### config.mk
export PLATFORM = sky130hd
export DESIGN_NAME = kbd_ctrl
export DESIGN_NICKNAME = d
export VERILOG_FILES = /design/src/rtl/kbd_pkg.sv /design/src/rtl/kbd_hostif.sv /design/src/rtl/kbd_cmd.sv /design/src/rtl/kbd_outbuf.sv /design/src/rtl/kbd_ctrl.sv
export SDC_FILE = /design/constraint.sdc
export NUM_CORES = 1
export LEC_CHECK = 0
export BUFFER_PORTS_ARGS = -buffer_cell sky130_fd_sc_hd__buf_2
export CAP_MARGIN = 20
export CORE_MARGIN = 1.5
export CORE_UTILIZATION = 35
export CTS_CLUSTER_SIZE = 10
export DETAILED_ROUTE_END_ITERATION = 8
export GPL_TIMING_DRIVEN = 0
export SYNTH_ARGS = -nofsm -noshare
export SYNTH_HDL_FRONTEND = slang
export SYNTH_HIERARCHICAL = 1
export SYNTH_SLANG_ARGS = --single-unit
### constraint.sdc
create_clock -name clk -period 2.04 [get_ports clk]
set_input_delay 0.51 -clock clk [delete_from_list [all_inputs] [get_ports clk]]
set_output_delay 0.51 -clock clk [all_outputs]
set_load 0.005 [all_outputs]
### src/rtl/kbd_pkg.sv
package kbd_pkg;
  localparam logic [7:0] CMD_SELFTEST = 8'hAA;
  localparam logic [7:0] CMD_ENABLE   = 8'hAE;
  localparam logic [7:0] CMD_SETLED   = 8'hED;
  localparam logic [7:0] SELFTEST_OK  = 8'h55;

  localparam int ST_OBF  = 0;
  localparam int ST_IBF  = 1;
  localparam int ST_SYS  = 2;
  localparam int ST_CMD  = 3;
  localparam int ST_OVR  = 7;
endpackage

### src/rtl/kbd_hostif.sv
module kbd_hostif #(
  parameter int ADDR_W    = 2,
  parameter int DATA_ADDR = 0,
  parameter int STAT_ADDR = 1
) (
  input  logic              clk,
  input  logic              rst_n,
  input  logic [ADDR_W-1:0] bus_addr,
  input  logic              bus_rd,
  input  logic              bus_wr,
  input  logic [7:0]        bus_wdata,
  output logic [7:0]        bus_rdata,
  input  logic [7:0]        status_byte,
  input  logic [7:0]        data_byte,
  output logic              ibf,
  output logic              pend_is_cmd,
  output logic [7:0]        pend_byte,
  output logic              last_cmd,
  output logic              rd_data_stb,
  output logic              rd_stat_stb
);
  localparam logic [ADDR_W-1:0] A_DATA = ADDR_W'(DATA_ADDR);
  localparam logic [ADDR_W-1:0] A_STAT = ADDR_W'(STAT_ADDR);

  logic hit_data, hit_stat;
  assign hit_data = (bus_addr == A_DATA);
  assign hit_stat = (bus_addr == A_STAT);
  assign rd_data_stb = bus_rd && hit_data;
  assign rd_stat_stb = bus_rd && hit_stat;

  always_comb begin
    bus_rdata = '0;
    if (rd_data_stb)      bus_rdata = data_byte;
    else if (rd_stat_stb) bus_rdata = status_byte;
  end

  // A write is latched only while the input buffer is empty; the
  // buffer is drained by the processing step on the next edge.
  always_ff @(posedge clk) begin
    if (!rst_n) begin
      ibf         <= 1'b0;
      pend_is_cmd <= 1'b0;
      pend_byte   <= '0;
      last_cmd    <= 1'b0;
    end else if (ibf) begin
      ibf <= 1'b0;
    end else if (bus_wr && (hit_data || hit_stat)) begin
      ibf         <= 1'b1;
      pend_byte   <= bus_wdata;
      pend_is_cmd <= hit_stat;
      last_cmd    <= hit_stat;
    end
  end
endmodule

### src/rtl/kbd_cmd.sv
module kbd_cmd
  import kbd_pkg::*;
#(
  parameter int ST_CYCLES = 16,
  parameter int LED_W     = 3
) (
  input  logic             clk,
  input  logic             rst_n,
  input  logic             proc_valid,
  input  logic             proc_is_cmd,
  input  logic [7:0]       proc_byte,
  output logic             kbd_en,
  output logic [LED_W-1:0] led,
  output logic             st_done,
  output logic             sys_ok
);
  localparam int CW = $clog2(ST_CYCLES + 1);
  localparam logic [CW-1:0] ST_LOAD = CW'(ST_CYCLES);
  localparam logic [CW-1:0] ST_LAST = CW'(1);

  logic          want_led;
  logic          busy;
  logic [CW-1:0] cnt;

  always_ff @(posedge clk) begin
    if (!rst_n) begin
      kbd_en   <= 1'b0;
      led      <= '0;
      want_led <= 1'b0;
      busy     <= 1'b0;
      cnt      <= '0;
      st_done  <= 1'b0;
      sys_ok   <= 1'b0;
    end else begin
      st_done <= 1'b0;
      if (busy) begin
        if (cnt == ST_LAST) begin
          busy    <= 1'b0;
          st_done <= 1'b1;
          sys_ok  <= 1'b1;
        end else begin
          cnt <= cnt - 1'b1;
        end
      end
      if (proc_valid) begin
        if (proc_is_cmd) begin
          case (proc_byte)
            CMD_SELFTEST: if (!busy) begin
              busy <= 1'b1;
              cnt  <= ST_LOAD;
            end
            CMD_ENABLE:   kbd_en   <= 1'b1;
            CMD_SETLED:   want_led <= 1'b1;
            default:      ;
          endcase
        end else if (want_led) begin
          led      <= proc_byte[LED_W-1:0];
          want_led <= 1'b0;
        end
      end
    end
  end
endmodule

### src/rtl/kbd_outbuf.sv
module kbd_outbuf
  import kbd_pkg::*;
(
  input  logic       clk,
  input  logic       rst_n,
  input  logic       scan_valid,
  input  logic [7:0] scan_byte,
  input  logic       kbd_en,
  input  logic       st_done,
  input  logic       rd_data_stb,
  input  logic       rd_stat_stb,
  output logic       obf,
  output logic [7:0] data_q,
  output logic       overrun
);
  logic offer;
  assign offer = scan_valid && kbd_en;

  always_ff @(posedge clk) begin
    if (!rst_n) begin
      obf     <= 1'b0;
      data_q  <= '0;
      overrun <= 1'b0;
    end else begin
      if (rd_stat_stb) overrun <= 1'b0;
      if (rd_data_stb) obf <= 1'b0;
      if (st_done) begin
        data_q <= SELFTEST_OK;
        obf    <= 1'b1;
        if (offer) overrun <= 1'b1;
      end else if (offer) begin
        if (obf) begin
          overrun <= 1'b1;
        end else begin
          data_q <= scan_byte;
          obf    <= 1'b1;
        end
      end
    end
  end
endmodule

### src/rtl/kbd_ctrl.sv
module kbd_ctrl
  import kbd_pkg::*;
#(
  parameter int ADDR_W    = 2,
  parameter int DATA_ADDR = 0,
  parameter int STAT_ADDR = 1,
  parameter int ST_CYCLES = 16,
  parameter int LED_W     = 3
) (
  input  logic              clk,
  input  logic              rst_n,
  input  logic [ADDR_W-1:0] bus_addr,
  input  logic              bus_rd,
  input  logic              bus_wr,
  input  logic [7:0]        bus_wdata,
  output logic [7:0]        bus_rdata,
  input  logic              scan_valid,
  output logic              scan_ready,
  input  logic [7:0]        scan_byte,
  output logic [LED_W-1:0]  led_out
);
  logic       ibf, pend_is_cmd, last_cmd, rd_data_stb, rd_stat_stb;
  logic [7:0] pend_byte, data_q, status_byte;
  logic       kbd_en, st_done, sys_ok, obf, overrun;

  always_comb begin
    status_byte         = '0;
    status_byte[ST_OBF] = obf;
    status_byte[ST_IBF] = ibf;
    status_byte[ST_SYS] = sys_ok;
    status_byte[ST_CMD] = last_cmd;
    status_byte[ST_OVR] = overrun;
  end

  always_ff @(posedge clk) begin
    if (!rst_n) scan_ready <= 1'b0;
    else        scan_ready <= 1'b1;
  end

  kbd_hostif #(.ADDR_W(ADDR_W), .DATA_ADDR(DATA_ADDR), .STAT_ADDR(STAT_ADDR)) u_host (
    .clk(clk), .rst_n(rst_n), .bus_addr(bus_addr), .bus_rd(bus_rd), .bus_wr(bus_wr),
    .bus_wdata(bus_wdata), .bus_rdata(bus_rdata), .status_byte(status_byte),
    .data_byte(data_q), .ibf(ibf), .pend_is_cmd(pend_is_cmd), .pend_byte(pend_byte),
    .last_cmd(last_cmd), .rd_data_stb(rd_data_stb), .rd_stat_stb(rd_stat_stb)
  );

  kbd_cmd #(.ST_CYCLES(ST_CYCLES), .LED_W(LED_W)) u_cmd (
    .clk(clk), .rst_n(rst_n), .proc_valid(ibf), .proc_is_cmd(pend_is_cmd),
    .proc_byte(pend_byte), .kbd_en(kbd_en), .led(led_out), .st_done(st_done),
    .sys_ok(sys_ok)
  );

  kbd_outbuf u_obuf (
    .clk(clk), .rst_n(rst_n), .scan_valid(scan_valid), .scan_byte(scan_byte),
    .kbd_en(kbd_en), .st_done(st_done), .rd_data_stb(rd_data_stb),
    .rd_stat_stb(rd_stat_stb), .obf(obf), .data_q(data_q), .overrun(overrun)
  );
endmodule

==> results.txt <==
The count of unresolved DRC violations after routing is 0. The number of unique standard cell types used by synthesis is 39. In this run, synthesis inferred 0 flip-flops with an integrated enable. The number of antenna violations at the first check in global routing was 0. The minimum setup slack in the final design came out at 328.8 ps. The clock passes through at most 2 buffers. The post-route clock skew is 6.358 ps. The quantity of hold-fixing buffers added after cts is 0. For this run, the number of Yosys warnings is 6. The detailed-route wire length on metal 1 came out at 1496 um.

The clock latency on the worst-skew pair came out at 280 ps. Traced cell by cell, the critical path runs through buf_2 -> buf_4 -> mux2i_1 -> nor2_1 -> buf_2. The total power per unit cell area came out at 670.4 nW/um^2. The overall via count from detail_route came out at 1320. For this run, the slowest stage of the critical path takes 220 ps. In this run the power spent charging and discharging nets is 287.7 uW. The clock root buffer is clkbuf_8. The iteration count of the initial detailed-routing pass is 4. The total global-route track usage came out at 13.73%. The sequential element share of the synthesized area is 43.17%.

The final antenna-violating net count came out at 0. The number of register bits inferred by synthesis is 34. In the routed layout, each cell is associated on average with a via count of 4.853. After detailed routing, the average wire length per cell comes to 11.47 um. During placement, the flow inserted port buffers numbering 34. Prior to clock tree synthesis, the placed netlist has a worst setup slack of 331.9 ps. The first global-routing pass estimated 5299 um of wire. The reg2reg setup slack is 570 ps. The maximum level of the CTS H-tree is 2. The data arrival time of the critical path is 1200 ps. The die height is 70.12 um. The worst IR drop on VDD came out at 0.3227 mV.

The final design area excluding fillers came out at 1911 um^2. The hold path depth is 2. The antenna diode count came out at 0. The detailed route wirelength on metal3 came out at 143 um.

Combinational cells account for 7.1% of the total power. The flow ran to the end, and the final reports show no timing, DRC or antenna violations. Among the stages of the critical path, the cell type that occurs most often is buf_2. The CTS tree is done. The via count of the first global-routing pass is 1201.

The min-delay analysis places its worst path in the category register to register. Setup repair after global routing left no endpoint under its margin. The clock slew seen by the registers of the worst setup and hold paths is 60 ps. The most common cell after layout, fill and taps aside is buf_2.

The largest net degree at the start of global routing came out at 12. Routed signal wires occupy layers up through met4. The number of hold violations in the final report came out at 0.

The cell with the largest stage delay on the worst path is mux2i_1. The total global routing overflow came out at 0. The width of the die is 70.12 um. The final weighted congestion in routability-driven placement is 0.7622. The post-synthesis cell count came out at 176.

The worst setup path is launched from an input pin. dfxtp_1 takes more of the synthesized area than any other cell. The final setup violation count is 0. The total wire length after detailed routing is 3120 um. In this run the mean area of a mapped cell was 8.957 um^2. The area inside the core boundary is 4354 um^2. Compared with the post-synthesis result, the final layout area differs by 21.19%. The fraction of final layout cells sized beyond drive strength 1 came out at 23.64%. The net switching fraction of the power is 22.46%.

Summed over all nets, wire length on met2 after detailed routing comes to 1420 um. The number of buffers added by the clock tree synthesis step is 5. The shortest clock period the worst path allows after layout came out at 1711 ps. In the post-synthesis netlist, the biggest area contributors are dfxtp_1 (43%), mux2i_1 (13%), nand2_1 (8.1%). Derived from the worst setup path, the maximum achievable clock frequency is 0.5844 GHz.

The worst setup path is of the input pin to output pin kind. The endpoint required time on the critical path came out at 1530 ps. The initialized floorplan defines 24 standard-cell rows. The count of pins over their slew limit was 0. Summed over all nets, the half-perimeter wirelength after detailed placement is 2250 um. The clock group share of total power is 39.5%.

Summed over its instances, the top area cell type makes up 43.17% of the synthesized netlist area. The count of maximum capacitance violations is 0. The leading register cell type out of synthesis is dfxtp_1. The starting utilization of the core area is 36.21%. The final-layout setup total negative slack came out at 0 ps.

The final layout contains 244 nets. The area after detailed placement is 1819 um^2. In this run, post-CTS repair resized a total of 0 instances.

For this design the top-level I/O count stands at 35. The library cells used most frequently in the layout, excluding fill and tap cells, are buf_2 (35), dfxtp_1 (34), nand2_1 (34). The power share of the sequential group is 53.4%. The cell area after synthesis came out at 1577 um^2.

Hold is met by 450.9 ps. The number of setup buffers added after CTS is 0. The floorplan step defined a die boundary enclosing 4916 um^2.

The clock sink count came out at 34. The leakage power of the design is 0.8244 nW. The maximum fanout along the worst path is 10. The final worst-path cycle share came out at 83.88%. The internal power of the cells totals 993.2 uW.

For the worst flop-to-flop path, the logic depth is 5. The worst setup path is captured at an output pin. The starting DRC count in detailed routing is 33. The proportion of register bits with asynchronous set or reset after synthesis is 0%.
## layer usage
layer	global-route usage (%)	vias up
li1	-	694
met1	17.03	598
met2	20.74	23
met3	5.483	5
met4	6.624	0
met5	0	-
## worst paths after layout
path,startpoint,end
worst min-delay path,u_obuf/data_q[6]$_SDFFE_PN0P_,u_obuf/data_q[6]$_SDFFE_PN0P_
worst max-delay path,bus_addr[0],bus_rdata[3]
worst max register to register,u_cmd/cnt[0]$_SDFF_PN0_,u_cmd/cnt[0]$_SDFF_PN0_
worst min register to register,u_obuf/data_q[6]$_SDFFE_PN0P_,u_obuf/data_q[6]$_SDFFE_PN0P_
## Yosys cell counts (2+ instances only)
| library cell | n |
|---|---|
| dfxtp_1 | 34 |
| nand2_1 | 34 |
| mux2i_1 | 20 |
| nor2_1 | 18 |
| a21oi_1 | 8 |
| a21boi_1 | 5 |
| a31oi_1 | 5 |
| inv_1 | 5 |
| buf_4 | 4 |
| nor3_1 | 4 |
| nand2b_1 | 3 |
| nand3b_1 | 3 |
| and4b_1 | 2 |
| buf_6 | 2 |
| ha_1 | 2 |
| nand3_1 | 2 |
| nand4_1 | 2 |
| o211ai_1 | 2 |
## cell type report
type | instances | area, um^2
tap | 52 | 65.06
timing repair buffer | 34 | 170.2
inverter | 5 | 18.77
buffer | 8 | 70.07
sequential | 34 | 680.7
fill | 436 | 2444
multi-input combinational | 131 | 814.5
clock inverter | 1 | 5.005
clock buffer | 7 | 86.33
## registers in the layout, indices dropped and copies added (netlist names)
register and count:
u_host/pend_byte 8, u_obuf/overrun 1, u_cmd/sys_ok 1, u_cmd/st_done 1, u_obuf/obf 1, u_obuf/data_q 8, u_cmd/cnt 5, u_cmd/led 3
u_cmd/want_led 1, u_cmd/kbd_en 1, scan_ready 1, u_cmd/busy 1, u_host/ibf 1, u_host/last_cmd 1
## through the flow
| stage | util, % | std cells | power (mW) |
|---|---|---|---|
| after floorplan | - | 178 | 0.7516 |
| after global placement | 41.78 | 264 | 0.7902 |
| after detailed placement | 41.78 | 264 | 0.7915 |
| after CTS | 43.88 | 272 | 1.299 |
| after global routing | 43.88 | 272 | 1.343 |
| final | 43.88 | 272 | 1.281 |
## worst max-delay path, delay by kind of cell
family / cells / cell delay (ps)
and+or+nand+nor: 1 / 50
buffers and inverters: 3 / 420
muxes: 1 / 220
## cells by family (layout without fill, tap and decap cells)
group | count (synthesis) | after routing | share of synthesized area (%)
simple gates | 80 | 80 | 25.87
flops | 34 | 34 | 43.17
compound gates | 26 | 26 | 10.79
mux | 20 | 20 | 12.70
buf+inv | 13 | 55 | 5.635
fa+ha+maj | 2 | 2 | 1.587
other cells | 1 | 3 | 0.2379
## power groups by stage
| stage | sequential [mW] | clock, mW | combinational [mW] |
|---|---|---|---|
| floorplan | 0.697 | 0 | 0.0551 |
| global placement | 0.699 | 0 | 0.0914 |
| detailed placement | 0.699 | 0 | 0.0924 |
| CTS | 0.684 | 0.522 | 0.0927 |
| global route | 0.685 | 0.556 | 0.102 |
| finish | 0.684 | 0.506 | 0.0910 |
(Power assumes the default switching activity.)
